**src/rtl/btg_pkg.sv**
```systemverilog
package btg_pkg;

   localparam int ADDR_W = 4;
   localparam int DATA_W = 8;

   localparam logic [ADDR_W-1:0] ADR_CLKSEL = 4'h1;
   localparam logic [ADDR_W-1:0] ADR_AUX    = 4'h4;
   localparam logic [ADDR_W-1:0] ADR_PRE_HI = 4'h6;
   localparam logic [ADDR_W-1:0] ADR_PRE_LO = 4'h7;
   localparam logic [ADDR_W-1:0] ADR_GO     = 4'hE;

   localparam logic [3:0] SRC_TIMER  = 4'hD;
   localparam logic [3:0] SRC_SILENT = 4'hF;
   localparam logic [2:0] MODE_TIMER = 3'd6;

   typedef struct packed {
      logic [3:0] rx;
      logic [3:0] tx;
   } clk_sel_t;

endpackage

```
**src/rtl/btg_regs.sv**
```systemverilog
module btg_regs
   import btg_pkg::*;
#(
   parameter int PRESET_W = 16
) (
   input  logic                 clk,
   input  logic                 rst_n,
   input  logic                 bus_en,
   input  logic                 bus_we,
   input  logic [ADDR_W-1:0]    bus_addr,
   input  logic [DATA_W-1:0]    bus_wdata,
   output clk_sel_t             clk_sel,
   output logic                 mode_on,
   output logic                 set_b,
   output logic [PRESET_W-1:0]  preset,
   output logic                 go
);

   localparam int HI_W = PRESET_W - DATA_W;

   logic [HI_W-1:0]   pre_hi_q;
   logic [DATA_W-1:0] pre_lo_q;
   logic [2:0]        mode_q;
   logic              setb_q;
   clk_sel_t          sel_q;

   logic wr_any;
   assign wr_any = bus_en && bus_we;

   always_ff @(posedge clk or negedge rst_n) begin
      if (!rst_n) begin
         pre_hi_q <= '0;
         pre_lo_q <= '0;
         mode_q   <= '0;
         setb_q   <= 1'b0;
         sel_q    <= '{rx: SRC_SILENT, tx: SRC_SILENT};
      end else if (wr_any) begin
         case (bus_addr)
            ADR_CLKSEL: sel_q    <= clk_sel_t'(bus_wdata);
            ADR_AUX: begin
               mode_q <= bus_wdata[6:4];
               setb_q <= bus_wdata[7];
            end
            ADR_PRE_HI: pre_hi_q <= bus_wdata[HI_W-1:0];
            ADR_PRE_LO: pre_lo_q <= bus_wdata;
            default: ;
         endcase
      end
   end

   assign preset  = {pre_hi_q, pre_lo_q};
   assign clk_sel = sel_q;
   assign mode_on = (mode_q == MODE_TIMER);
   assign set_b   = setb_q;
   assign go      = bus_en && !bus_we && (bus_addr == ADR_GO);

   // a start is never a write
   AST_GO_IS_READ: assert property (@(posedge clk) disable iff (!rst_n)
      go |-> !bus_we) else $error("start decoded on a write");

endmodule

```
**src/rtl/btg_timer.sv**
```systemverilog
module btg_timer #(
   parameter int PRESET_W = 16
) (
   input  logic                clk,
   input  logic                rst_n,
   input  logic                go,
   input  logic                mode_on,
   input  logic [PRESET_W-1:0] preset,
   output logic                tick
);

   localparam logic [PRESET_W-1:0] MIN_LOAD = PRESET_W'(2);
   localparam logic [PRESET_W-1:0] ONE      = PRESET_W'(1);

   logic [PRESET_W-1:0] cnt_q;
   logic                run_q;
   logic                half_q;
   logic                tick_q;
   logic [PRESET_W-1:0] load_val;

   assign load_val = (preset < MIN_LOAD) ? MIN_LOAD : preset;

   always_ff @(posedge clk or negedge rst_n) begin
      if (!rst_n) begin
         cnt_q  <= '0;
         run_q  <= 1'b0;
         half_q <= 1'b0;
         tick_q <= 1'b0;
      end else if (go) begin
         cnt_q  <= load_val;
         run_q  <= 1'b1;
         half_q <= 1'b0;
         tick_q <= 1'b0;
      end else if (run_q && mode_on) begin
         half_q <= !half_q;
         tick_q <= 1'b0;
         if (half_q) begin
            if (cnt_q == ONE) begin
               cnt_q  <= load_val;
               tick_q <= 1'b1;
            end else begin
               cnt_q <= cnt_q - ONE;
            end
         end
      end else begin
         tick_q <= 1'b0;
      end
   end

   assign tick = tick_q;

   AST_QUIET_STOPPED: assert property (@(posedge clk) disable iff (!rst_n)
      !run_q |-> !tick_q) else $error("enable while stopped");
   AST_CNT_NONZERO: assert property (@(posedge clk) disable iff (!rst_n)
      run_q |-> (cnt_q != '0)) else $error("count reached zero");
   AST_START_SILENT: assert property (@(posedge clk) disable iff (!rst_n)
      go |=> (run_q && !tick_q)) else $error("start did not restart");
   AST_TICK_SPACED: assert property (@(posedge clk) disable iff (!rst_n)
      tick_q |=> !tick_q) else $error("back to back enables");
   AST_HALT_HOLDS: assert property (@(posedge clk) disable iff (!rst_n)
      (!mode_on && !go) |=> $stable(cnt_q)) else $error("count moved out of timer mode");

endmodule

```
**src/rtl/btg_fixed.sv**
```systemverilog
module btg_fixed #(
   parameter int DIV0  = 6,
   parameter int DIV1  = 10,
   parameter int CODES = 4
) (
   input  logic             clk,
   input  logic             rst_n,
   input  logic             set_b,
   output logic [CODES-1:0] fix_tick
);

   localparam int MAXD = (DIV0 > DIV1) ? DIV0 : DIV1;
   localparam int PW   = $clog2(MAXD + 1);
   localparam int RW   = CODES - 1;

   logic [PW-1:0]    pcnt_q;
   logic [PW-1:0]    lim;
   logic             base_hit;
   logic [RW-1:0]    rc_q;
   logic [CODES-1:0] hit_v;
   logic [CODES-1:0] fix_q;

   assign lim      = set_b ? PW'(DIV1 - 1) : PW'(DIV0 - 1);
   assign base_hit = (pcnt_q >= lim);

   always_ff @(posedge clk or negedge rst_n) begin
      if (!rst_n) begin
         pcnt_q <= '0;
         rc_q   <= '0;
      end else begin
         pcnt_q <= base_hit ? '0 : pcnt_q + PW'(1);
         if (base_hit) rc_q <= rc_q + RW'(1);
      end
   end

   for (genvar c = 0; c < CODES; c++) begin : g_rate
      if (c == 0) begin : g_base
         assign hit_v[c] = base_hit;
      end else begin : g_div
         assign hit_v[c] = base_hit && (&rc_q[c-1:0]);
         AST_FIX_NESTED: assert property (@(posedge clk) disable iff (!rst_n)
            fix_q[c] |-> fix_q[c-1]) else $error("slow rate without faster one");
      end
   end

   always_ff @(posedge clk or negedge rst_n) begin
      if (!rst_n) fix_q <= '0;
      else        fix_q <= hit_v;
   end

   assign fix_tick = fix_q;

endmodule

```
**src/rtl/btg_pick.sv**
```systemverilog
module btg_pick
   import btg_pkg::*;
#(
   parameter int CODES = 4
) (
   input  logic             clk,
   input  logic             rst_n,
   input  logic [3:0]       code,
   input  logic             tmr_tick,
   input  logic [CODES-1:0] fix_tick,
   output logic             tick_o
);

   always_comb begin
      tick_o = 1'b0;
      if (code == SRC_TIMER) begin
         tick_o = tmr_tick;
      end else begin
         for (int c = 0; c < CODES; c++) begin
            if (code == 4'(c)) tick_o = fix_tick[c];
         end
      end
   end

   AST_SRC_TRACE: assert property (@(posedge clk) disable iff (!rst_n)
      tick_o |-> (tmr_tick || (|fix_tick))) else $error("enable with no source");

endmodule

```
**src/rtl/baud_tick_gen.sv**
```systemverilog
module baud_tick_gen
   import btg_pkg::*;
#(
   parameter int PRESET_W  = 16,
   parameter int FIX_DIV0  = 6,
   parameter int FIX_DIV1  = 10,
   parameter int FIX_CODES = 4
) (
   input  logic              clk,
   input  logic              rst_n,
   input  logic              bus_en,
   input  logic              bus_we,
   input  logic [3:0]        bus_addr,
   input  logic [7:0]        bus_wdata,
   output logic              rx_tick,
   output logic              tx_tick
);

   localparam int DIRS = 2;

   if (PRESET_W <= DATA_W || PRESET_W > 2 * DATA_W) begin : g_bad_w
      $error("PRESET_W must span two bus bytes");
   end
   if (FIX_CODES < 2 || FIX_CODES > 13) begin : g_bad_codes
      $error("FIX_CODES must lie in 2..13");
   end
   if (FIX_DIV0 < 1 || FIX_DIV1 < 1) begin : g_bad_div
      $error("fixed divisors must be positive");
   end

   clk_sel_t              clk_sel;
   logic                  mode_on;
   logic                  set_b;
   logic [PRESET_W-1:0]   preset;
   logic                  go;
   logic                  tmr_tick;
   logic [FIX_CODES-1:0]  fix_tick;
   logic [3:0]            dir_code [DIRS];
   logic [DIRS-1:0]       dir_tick;

   btg_regs #(.PRESET_W(PRESET_W)) u_regs (
      .clk       (clk),
      .rst_n     (rst_n),
      .bus_en    (bus_en),
      .bus_we    (bus_we),
      .bus_addr  (bus_addr),
      .bus_wdata (bus_wdata),
      .clk_sel   (clk_sel),
      .mode_on   (mode_on),
      .set_b     (set_b),
      .preset    (preset),
      .go        (go)
   );

   btg_timer #(.PRESET_W(PRESET_W)) u_timer (
      .clk     (clk),
      .rst_n   (rst_n),
      .go      (go),
      .mode_on (mode_on),
      .preset  (preset),
      .tick    (tmr_tick)
   );

   btg_fixed #(.DIV0(FIX_DIV0), .DIV1(FIX_DIV1), .CODES(FIX_CODES)) u_fixed (
      .clk      (clk),
      .rst_n    (rst_n),
      .set_b    (set_b),
      .fix_tick (fix_tick)
   );

   assign dir_code[0] = clk_sel.rx;
   assign dir_code[1] = clk_sel.tx;

   for (genvar d = 0; d < DIRS; d++) begin : g_dir
      btg_pick #(.CODES(FIX_CODES)) u_pick (
         .clk      (clk),
         .rst_n    (rst_n),
         .code     (dir_code[d]),
         .tmr_tick (tmr_tick),
         .fix_tick (fix_tick),
         .tick_o   (dir_tick[d])
      );
   end

   assign rx_tick = dir_tick[0];
   assign tx_tick = dir_tick[1];

   AST_SILENT_RESET: assert property (@(posedge clk) disable iff (!rst_n)
      ($past(!rst_n) == 1'b0 && clk_sel.rx == SRC_SILENT) |-> !rx_tick)
      else $error("silent code produced enable");

endmodule

```
**config.mk**
```make
export PLATFORM = sky130hd
export DESIGN_NAME = baud_tick_gen
export DESIGN_NICKNAME = d
export VERILOG_FILES = /design/src/rtl/btg_pkg.sv /design/src/rtl/btg_regs.sv /design/src/rtl/btg_timer.sv /design/src/rtl/btg_fixed.sv /design/src/rtl/btg_pick.sv /design/src/rtl/baud_tick_gen.sv
export SDC_FILE = /design/constraint.sdc
export NUM_CORES = 1
export LEC_CHECK = 0
export BUFFER_PORTS_ARGS = -buffer_cell sky130_fd_sc_hd__clkbuf_2
export CAP_MARGIN = 20
export CELL_PAD_IN_SITES_DETAIL_PLACEMENT = 1
export CELL_PAD_IN_SITES_GLOBAL_PLACEMENT = 2
export CORE_MARGIN = 4
export CORE_UTILIZATION = 44
export DETAILED_ROUTE_END_ITERATION = 8
export GPL_ROUTABILITY_DRIVEN = 0
export GPL_TIMING_DRIVEN = 0
export PLACE_DENSITY = 0.85
export SLEW_MARGIN = 20
export SYNTH_ARGS = -nofsm -noshare
export SYNTH_HDL_FRONTEND = slang
export SYNTH_HIERARCHICAL = 1
export SYNTH_SLANG_ARGS = --single-unit
```
**constraint.sdc**
```tcl
create_clock -name clk -period 4.84 [get_ports clk]
set_input_delay 1.21 -clock clk [delete_from_list [all_inputs] [get_ports clk]]
set_output_delay 1.21 -clock clk [all_outputs]
set_load 0.05 [all_outputs]
```
==> out/qor.csv, run 1 <==
metric,value,unit
outcome,completed,
path_max_fanout,3,
clk_path_buf_depth,2,
cts-hold-fix-buffers,0,
globalRoute.totalOverflow,0,
avgSynthCellArea,11.4,µm²
cts_max_level,3,
synthXorXnorAreaFrac,1.18,%
io_pins,18,
coreArea,6460,µm²
synth_mux_area_share,14.2,%
finalMaxSlewViolations,0,
worst_pin_slew,0.606,ns
pre_cts_slack,1.81,ns
path_cells,"mux4_2, nand2_1, o21ai_1, clkbuf_2",
slowest_stage,dfstp_2,
synthCells,261,
layout_common_cells,"50 x dfrtp_1, 25 x mux2_2, 20 x nand2_1, 20 x nand3_1, 19 x nor2_1",
max-slew-margin-rel,59.2,%
areaGrowthSynthToFinish,13.0,%
vdd_drop_max,0.294,mV
fin_skew,0.00291,ns
fin_crit,2.98,ns
endpoint,tx_tick,
hold_violations,0,
yosysWarningCount,6,
ant_nets,0,
die-area,8150,µm²
vias,2157,
synth-compound-area-share,8.79,%
drc,0,
grt_setup_unrepaired,no,
initial_core_util,46.1,%
cpPeakStageDelay,0.56,ns
cts_tree,yes,
clk_latency,0.34,ns
synthArstFlopShare,100,%
dp_hpwl,5190,µm
row_count,29,
antenna_cells,0,
cts_root_buffer,clkbuf_8,
hp-class,register to register,
cts_setup_buffers,0,
r2r_slack,2.66,ns
dp.cells,356,
synth-seq-cells,58,
cts_resized,0,
die_w,90.3,µm
grt_max_degree,35,
fin_nets,315,
drt_pass1_iterations,4,
netlist_area,2980,µm²
synth_top_family_by_area,simple AND/OR/NAND/NOR gates,
hold_depth,1,
maxCapViolations,0,
antenna_found_initial,0,
grtUsageTotal,19.2,%
p_leak,1.48,nW
viasPerCell,5.81,
cp_data_arrival_time,1.77,ns
drive_above_1_share,33.3,%
fin_crit_sh,61.7,%
rr_worst_depth,5,
clkSlewWorstSetupHoldPaths,0.07,ns
clock.fmax,335,MHz
synth_simple_gate_area_share,19.8,%
synth_adder_area_share,3.78,%
setup_ws,1.86,ns
wl_per_cell,18.9,µm
syn_nets,286,
pwr_density_cell,445,nW/µm²
crit_type,register to output pin,
port_buffers,17,
startpoint,u_regs/clk_sel[0]$_DFFE_PN1P_,
synth_cell_types,60,
grt_pass1_vias,2424,
start_kind,register,
setup_tns,0,ns
synth-main-ff-cell,dfrtp_1,
cts_sinks,58,
die_h,90.3,µm
layout_commonest_cell,dfrtp_1,
cts_made_buffers,9,
r2r-end,u_timer/cnt_q[12]$_DFFE_PN0P_,
synth_edf_count,0,
end_kind,output pin,
drt_wl_total,7000,µm
setup_viol,0,
grt_pass1_wl,12300,µm
critical_path_required,3.63,ns
r2r-start,u_timer/cnt_q[4]$_DFFE_PN0P_,
ys_seq_area_share,49.1,%
drt_iter0_drc,106,
final-instance-count-excl-fill,371,
-- through the flow --
step                total power [mW]  hold slack (ns)  util [%]  instance area, µm²
floorplan                      0.965            0.461         -                2980
detailed placement              1.08            0.499      49.2                3180
global route                    1.60            0.543      52.1                3360
finish                          1.50            0.503      52.1                3360
CTS                             1.52            0.512      52.1                3360
global placement                1.06            0.488      48.9                3160
-- cells in the mapped netlist (5+ instances only) --
| master | count | area [µm²] |
|---|---|---|
| ha_1 | 9 | 113 |
| nand2_1 | 20 | 75.1 |
| a21oi_1 | 6 | 30.0 |
| mux2_4 | 5 | 75.1 |
| nor4_1 | 7 | 43.8 |
| nand3_1 | 20 | 100 |
| dfstp_2 | 8 | 210 |
| nor2_1 | 19 | 71.3 |
| inv_1 | 9 | 33.8 |
| nor3_1 | 5 | 25.0 |
| dfrtp_1 | 50 | 1250 |
| mux2_2 | 25 | 282 |
-- routing by layer --
metal / part of all wire [%] / track usage (%) / vias up / wire length (µm)
met2: 48 / 31.5 / 31 / 3380
met3: 3.0 / 5.67 / 9 / 213
met4: 1.3 / 6.12 / 0 / 88
met5: 0 / 0 / - / 0
met1: 47 / 24.4 / 1103 / 3310
li1: - / - / 1014 / -
-- critical path: cells and delay by family, from the launching register on --
family / cells / cell delay (ns)
DFF: 1 / 0.56
muxes: 1 / 0.51
buffers and inverters: 1 / 0.23
and+or+nand+nor: 1 / 0.08
AOI/OAI and AO/OA: 1 / 0.06
-- worst min path at each step --
stage	endpoint	slack [ns]	from
5_1_grt	u_regs/mode_q[1]$_DFFE_PN0P_	0.54	u_regs/mode_q[1]$_DFFE_PN0P_
6_report	u_fixed/rc_q[0]$_DFFE_PN0P_	0.50	u_fixed/rc_q[0]$_DFFE_PN0P_
3_3_place_gp	u_fixed/rc_q[0]$_DFFE_PN0P_	0.49	u_fixed/rc_q[0]$_DFFE_PN0P_
2_1_floorplan	u_fixed/rc_q[0]$_DFFE_PN0P_	0.46	u_fixed/rc_q[0]$_DFFE_PN0P_
3_5_place_dp	u_fixed/rc_q[0]$_DFFE_PN0P_	0.50	u_fixed/rc_q[0]$_DFFE_PN0P_
4_1_cts	u_fixed/rc_q[0]$_DFFE_PN0P_	0.51	u_fixed/rc_q[0]$_DFFE_PN0P_
-- flip-flops by register name (all words and copies together) (netlist names), 3 cells and up --
| signal | count |
|---|---|
| u_fixed/fix_tick | 4 |
| u_fixed/pcnt_q | 4 |
| u_fixed/rc_q | 3 |
| u_regs/clk_sel | 8 |
| u_regs/mode_q | 3 |
| u_regs/pre_hi_q | 8 |
| u_regs/pre_lo_q | 8 |
| u_timer/cnt_q | 16 |
-- cell type report --
| class | count | area [µm²] |
|---|---|---|
| Fill cell | 711 | 3090 |
| Sequential cell | 58 | 1460 |
| Multi-Input combinational cell | 185 | 1420 |
| Clock buffer | 10 | 128 |
| Timing Repair Buffer | 18 | 108 |
| Tap cell | 77 | 96.3 |
| Buffer | 9 | 60.1 |
| Clock inverter | 5 | 56.3 |
| Inverter | 9 | 33.8 |
-- where the power goes --
part | leakage (nW) | switching [mW] | internal, mW
clock | 0.0921 | 0.195 | 0.234
combinational | 0.695 | 0.181 | 0.186
sequential | 0.697 | 0.0933 | 0.607
-- kinds of logic (layout without fill, tap and decap cells) --
kind of cell | after synthesis | count (layout)
muxes | 34 | 34
AOI/OAI and AO/OA | 35 | 35
DFF | 58 | 58
and+or+nand+nor | 103 | 103
adders and majority gates | 9 | 9
buffers and inverters | 18 | 51
xor gates and xnor gates | 4 | 4
Power figures use the tool's default switching activity.
==> run 2: changes to the inputs <==
--- a/config.mk
+++ b/config.mk
@@ -10,11 +10,11 @@
 export CELL_PAD_IN_SITES_DETAIL_PLACEMENT = 1
 export CELL_PAD_IN_SITES_GLOBAL_PLACEMENT = 2
 export CORE_MARGIN = 4
-export CORE_UTILIZATION = 44
+export CORE_UTILIZATION = 41
 export DETAILED_ROUTE_END_ITERATION = 8
 export GPL_ROUTABILITY_DRIVEN = 0
 export GPL_TIMING_DRIVEN = 0
-export PLACE_DENSITY = 0.85
+export PLACE_DENSITY = 0.8
 export SLEW_MARGIN = 20
 export SYNTH_ARGS = -nofsm -noshare
 export SYNTH_HDL_FRONTEND = slang
==> constraint.sdc (replaced) <==
create_clock -name clk -period 3.1 [get_ports clk]
set_input_delay 0.775 -clock clk [delete_from_list [all_inputs] [get_ports clk]]
set_output_delay 0.775 -clock clk [all_outputs]
set_load 0.05 [all_outputs]
==> run 2 against run 1 <==
Effect of this change: sequential power increased by 56%; global-route usage decreased by 1.7 points; power increased by 59%; first-iteration DRC count decreased by 12%; clock skew increased by 0.0080 ns; register-to-register slack got worse by 1.7 ns; combinational power increased by 56%; sequential cell count unchanged; setup slack got worse by 1.3 ns.
==> out/qor.csv, run 2 (same netlist as run 1, synthesis figures left out) <==
metric,value,unit,change
io_pins,18,,unchanged
cts_tree,yes,,
setup_viol,0,,unchanged
port_buffers,17,,unchanged
row_count,30,,+3.4%
hp-class,primary input to async pin,,
critical_path_required,2.32,ns,-1.31 ns
r2r-start,u_regs/mode_q[1]$_DFFE_PN0P_,,
crit_type,register to output pin,,
cts_sinks,58,,unchanged
cts_made_buffers,9,,unchanged
dpl-instance-area,3210,µm²,+0.98%
final-instance-count-excl-fill,391,,+5.4%
end_kind,output pin,,
drt_iter0_drc,93,,-12%
total_power,2.38,mW,+59%
slowest_stage,dfstp_2,,
initial_core_util,43.1,%,-3.0 points
antenna_cells,0,,unchanged
fillers,772,,+8.6%
pre_cts_slack,0.433,ns,-1.38 ns
setup_tns,0,ns,unchanged
die_h,93.2,µm,+3.3%
dp_hpwl,5120,µm,-1.3%
drt_wl_total,6880,µm,-1.6%
maxCapViolations,0,,unchanged
r2r_slack,0.94,ns,-1.72 ns
path_max_fanout,3,,unchanged
p_leak,1.50,nW,+0.98%
wl_per_cell,17.6,µm,-6.6%
grt_max_degree,49,,+40%
dp.cells,375,,+5.3%
cts_max_level,3,,unchanged
areaGrowthSynthToFinish,14.6,%,
vdd_drop_max,0.423,mV,+44%
die_w,93.2,µm,+3.3%
fin_crit,2.56,ns,
vias,2132,,-1.2%
drt_pass1_iterations,5,,+1
setup_ws,0.544,ns,-1.31 ns
whs,0.299,ns,-0.205 ns
grtUsageTotal,17.5,%,-1.7 points
hold_violations,0,,unchanged
pwr_density_cell,697,nW/µm²,+57%
clk_latency,0.34,ns,about the same
cts_resized,0,,unchanged
ant_nets,0,,unchanged
final_util,49.4,%,-2.7 points
clk_path_buf_depth,2,,unchanged
globalRoute.totalOverflow,0,,unchanged
max-slew-margin-rel,58.2,%,-1.0 points
fin_nets,315,,unchanged
layout_commonest_cell,dfrtp_1,,
viasPerCell,5.45,,-6.2%
worst_pin_slew,0.621,ns,+0.0152 ns
coreArea,6910,µm²,+6.9%
grt_pass1_vias,2259,,-6.8%
drc,0,,unchanged
die-area,8690,µm²,+6.7%
path_cells,"mux4_2, nand2_1, o21ai_1, clkbuf_2",,
clkSlewWorstSetupHoldPaths,0.07,ns,about the same
fin_crit_sh,82.5,%,
cts_setup_buffers,0,,unchanged
cts-hold-fix-buffers,0,,unchanged
cp_data_arrival_time,1.78,ns,about the same
max_flop_register,u_timer/cnt_q,,
layout_common_cells,"50 x dfrtp_1, 25 x mux2_2, 20 x nand2_1, 20 x nand3_1, 19 x nor2_1",,
clock.fmax,391,MHz,
antenna_found_initial,0,,unchanged
largest_register_ff_count,16,,unchanged
final_area,3410,µm²,+1.4%
drive_above_1_share,33.2,%,-0.11 points
fin_skew,0.0109,ns,+0.00798 ns
cpPeakStageDelay,0.57,ns,about the same
cts_root_buffer,clkbuf_8,,
outcome,completed,,
r2r-end,u_timer/cnt_q[12]$_DFFE_PN0P_,,
start_kind,register,,
rr_worst_depth,9,,+4
finalMaxSlewViolations,0,,unchanged
grt_setup_unrepaired,no,,
grt_pass1_wl,11700,µm,-5.1%
run 2: cell types whose count changed in the layout (fill, tap and decap cells not counted):
cell	change
buf_12	-1
buf_16	+1
clkbuf_1	+1
clkbuf_8	+2
clkinv_4	-1
clkinvlp_4	-1
run 2: area by class of cell:
class	count	area (µm²)	share of cell area (%)
plain buffers	9	60.1	1.76
clock buffers	13	159	4.66
clock inverters	3	40.0	1.17
inverters	9	33.8	0.990
multi-input cells	185	1420	41.7
flip-flops and latches	58	1460	42.8
well taps	96	120	3.52
repair buffers	18	115	3.37
run 2: worst max path at each step:
stage | startpoint | to | cells after the start
6_report | u_regs/clk_sel[0]$_DFFE_PN1P_ | tx_tick | 4
5_1_grt | u_regs/clk_sel[0]$_DFFE_PN1P_ | tx_tick | 4
4_1_cts | u_regs/clk_sel[0]$_DFFE_PN1P_ | tx_tick | 4
3_5_place_dp | bus_we | u_timer/cnt_q[12]$_DFFE_PN0P_ | 9
3_3_place_gp | bus_we | u_timer/cnt_q[12]$_DFFE_PN0P_ | 9
2_1_floorplan | bus_addr[0] | u_timer/cnt_q[12]$_DFFE_PN0P_ | 8
run 2: where the power goes:
part	internal (mW)	switching (mW)
sequential	0.947	0.143
combinational	0.292	0.280
clock	0.413	0.302
run 2: critical path: cells and delay by family, from the launching register on:
kind            cells  cell delay [ns]
buf+inv             1             0.23
compound gates      1             0.06
flops               1             0.57
mux                 1             0.51
simple gates        1             0.08
run 2: per-layer routing:
layer / vias to the layer above / GRT usage (%) / share of wire [%]
met5: - / 0 / 0
met4: 0 / 7.57 / 1.7
met3: 12 / 3.54 / 3.0
met2: 22 / 27.7 / 48
met1: 1080 / 23.4 / 47
li1: 1018 / - / -
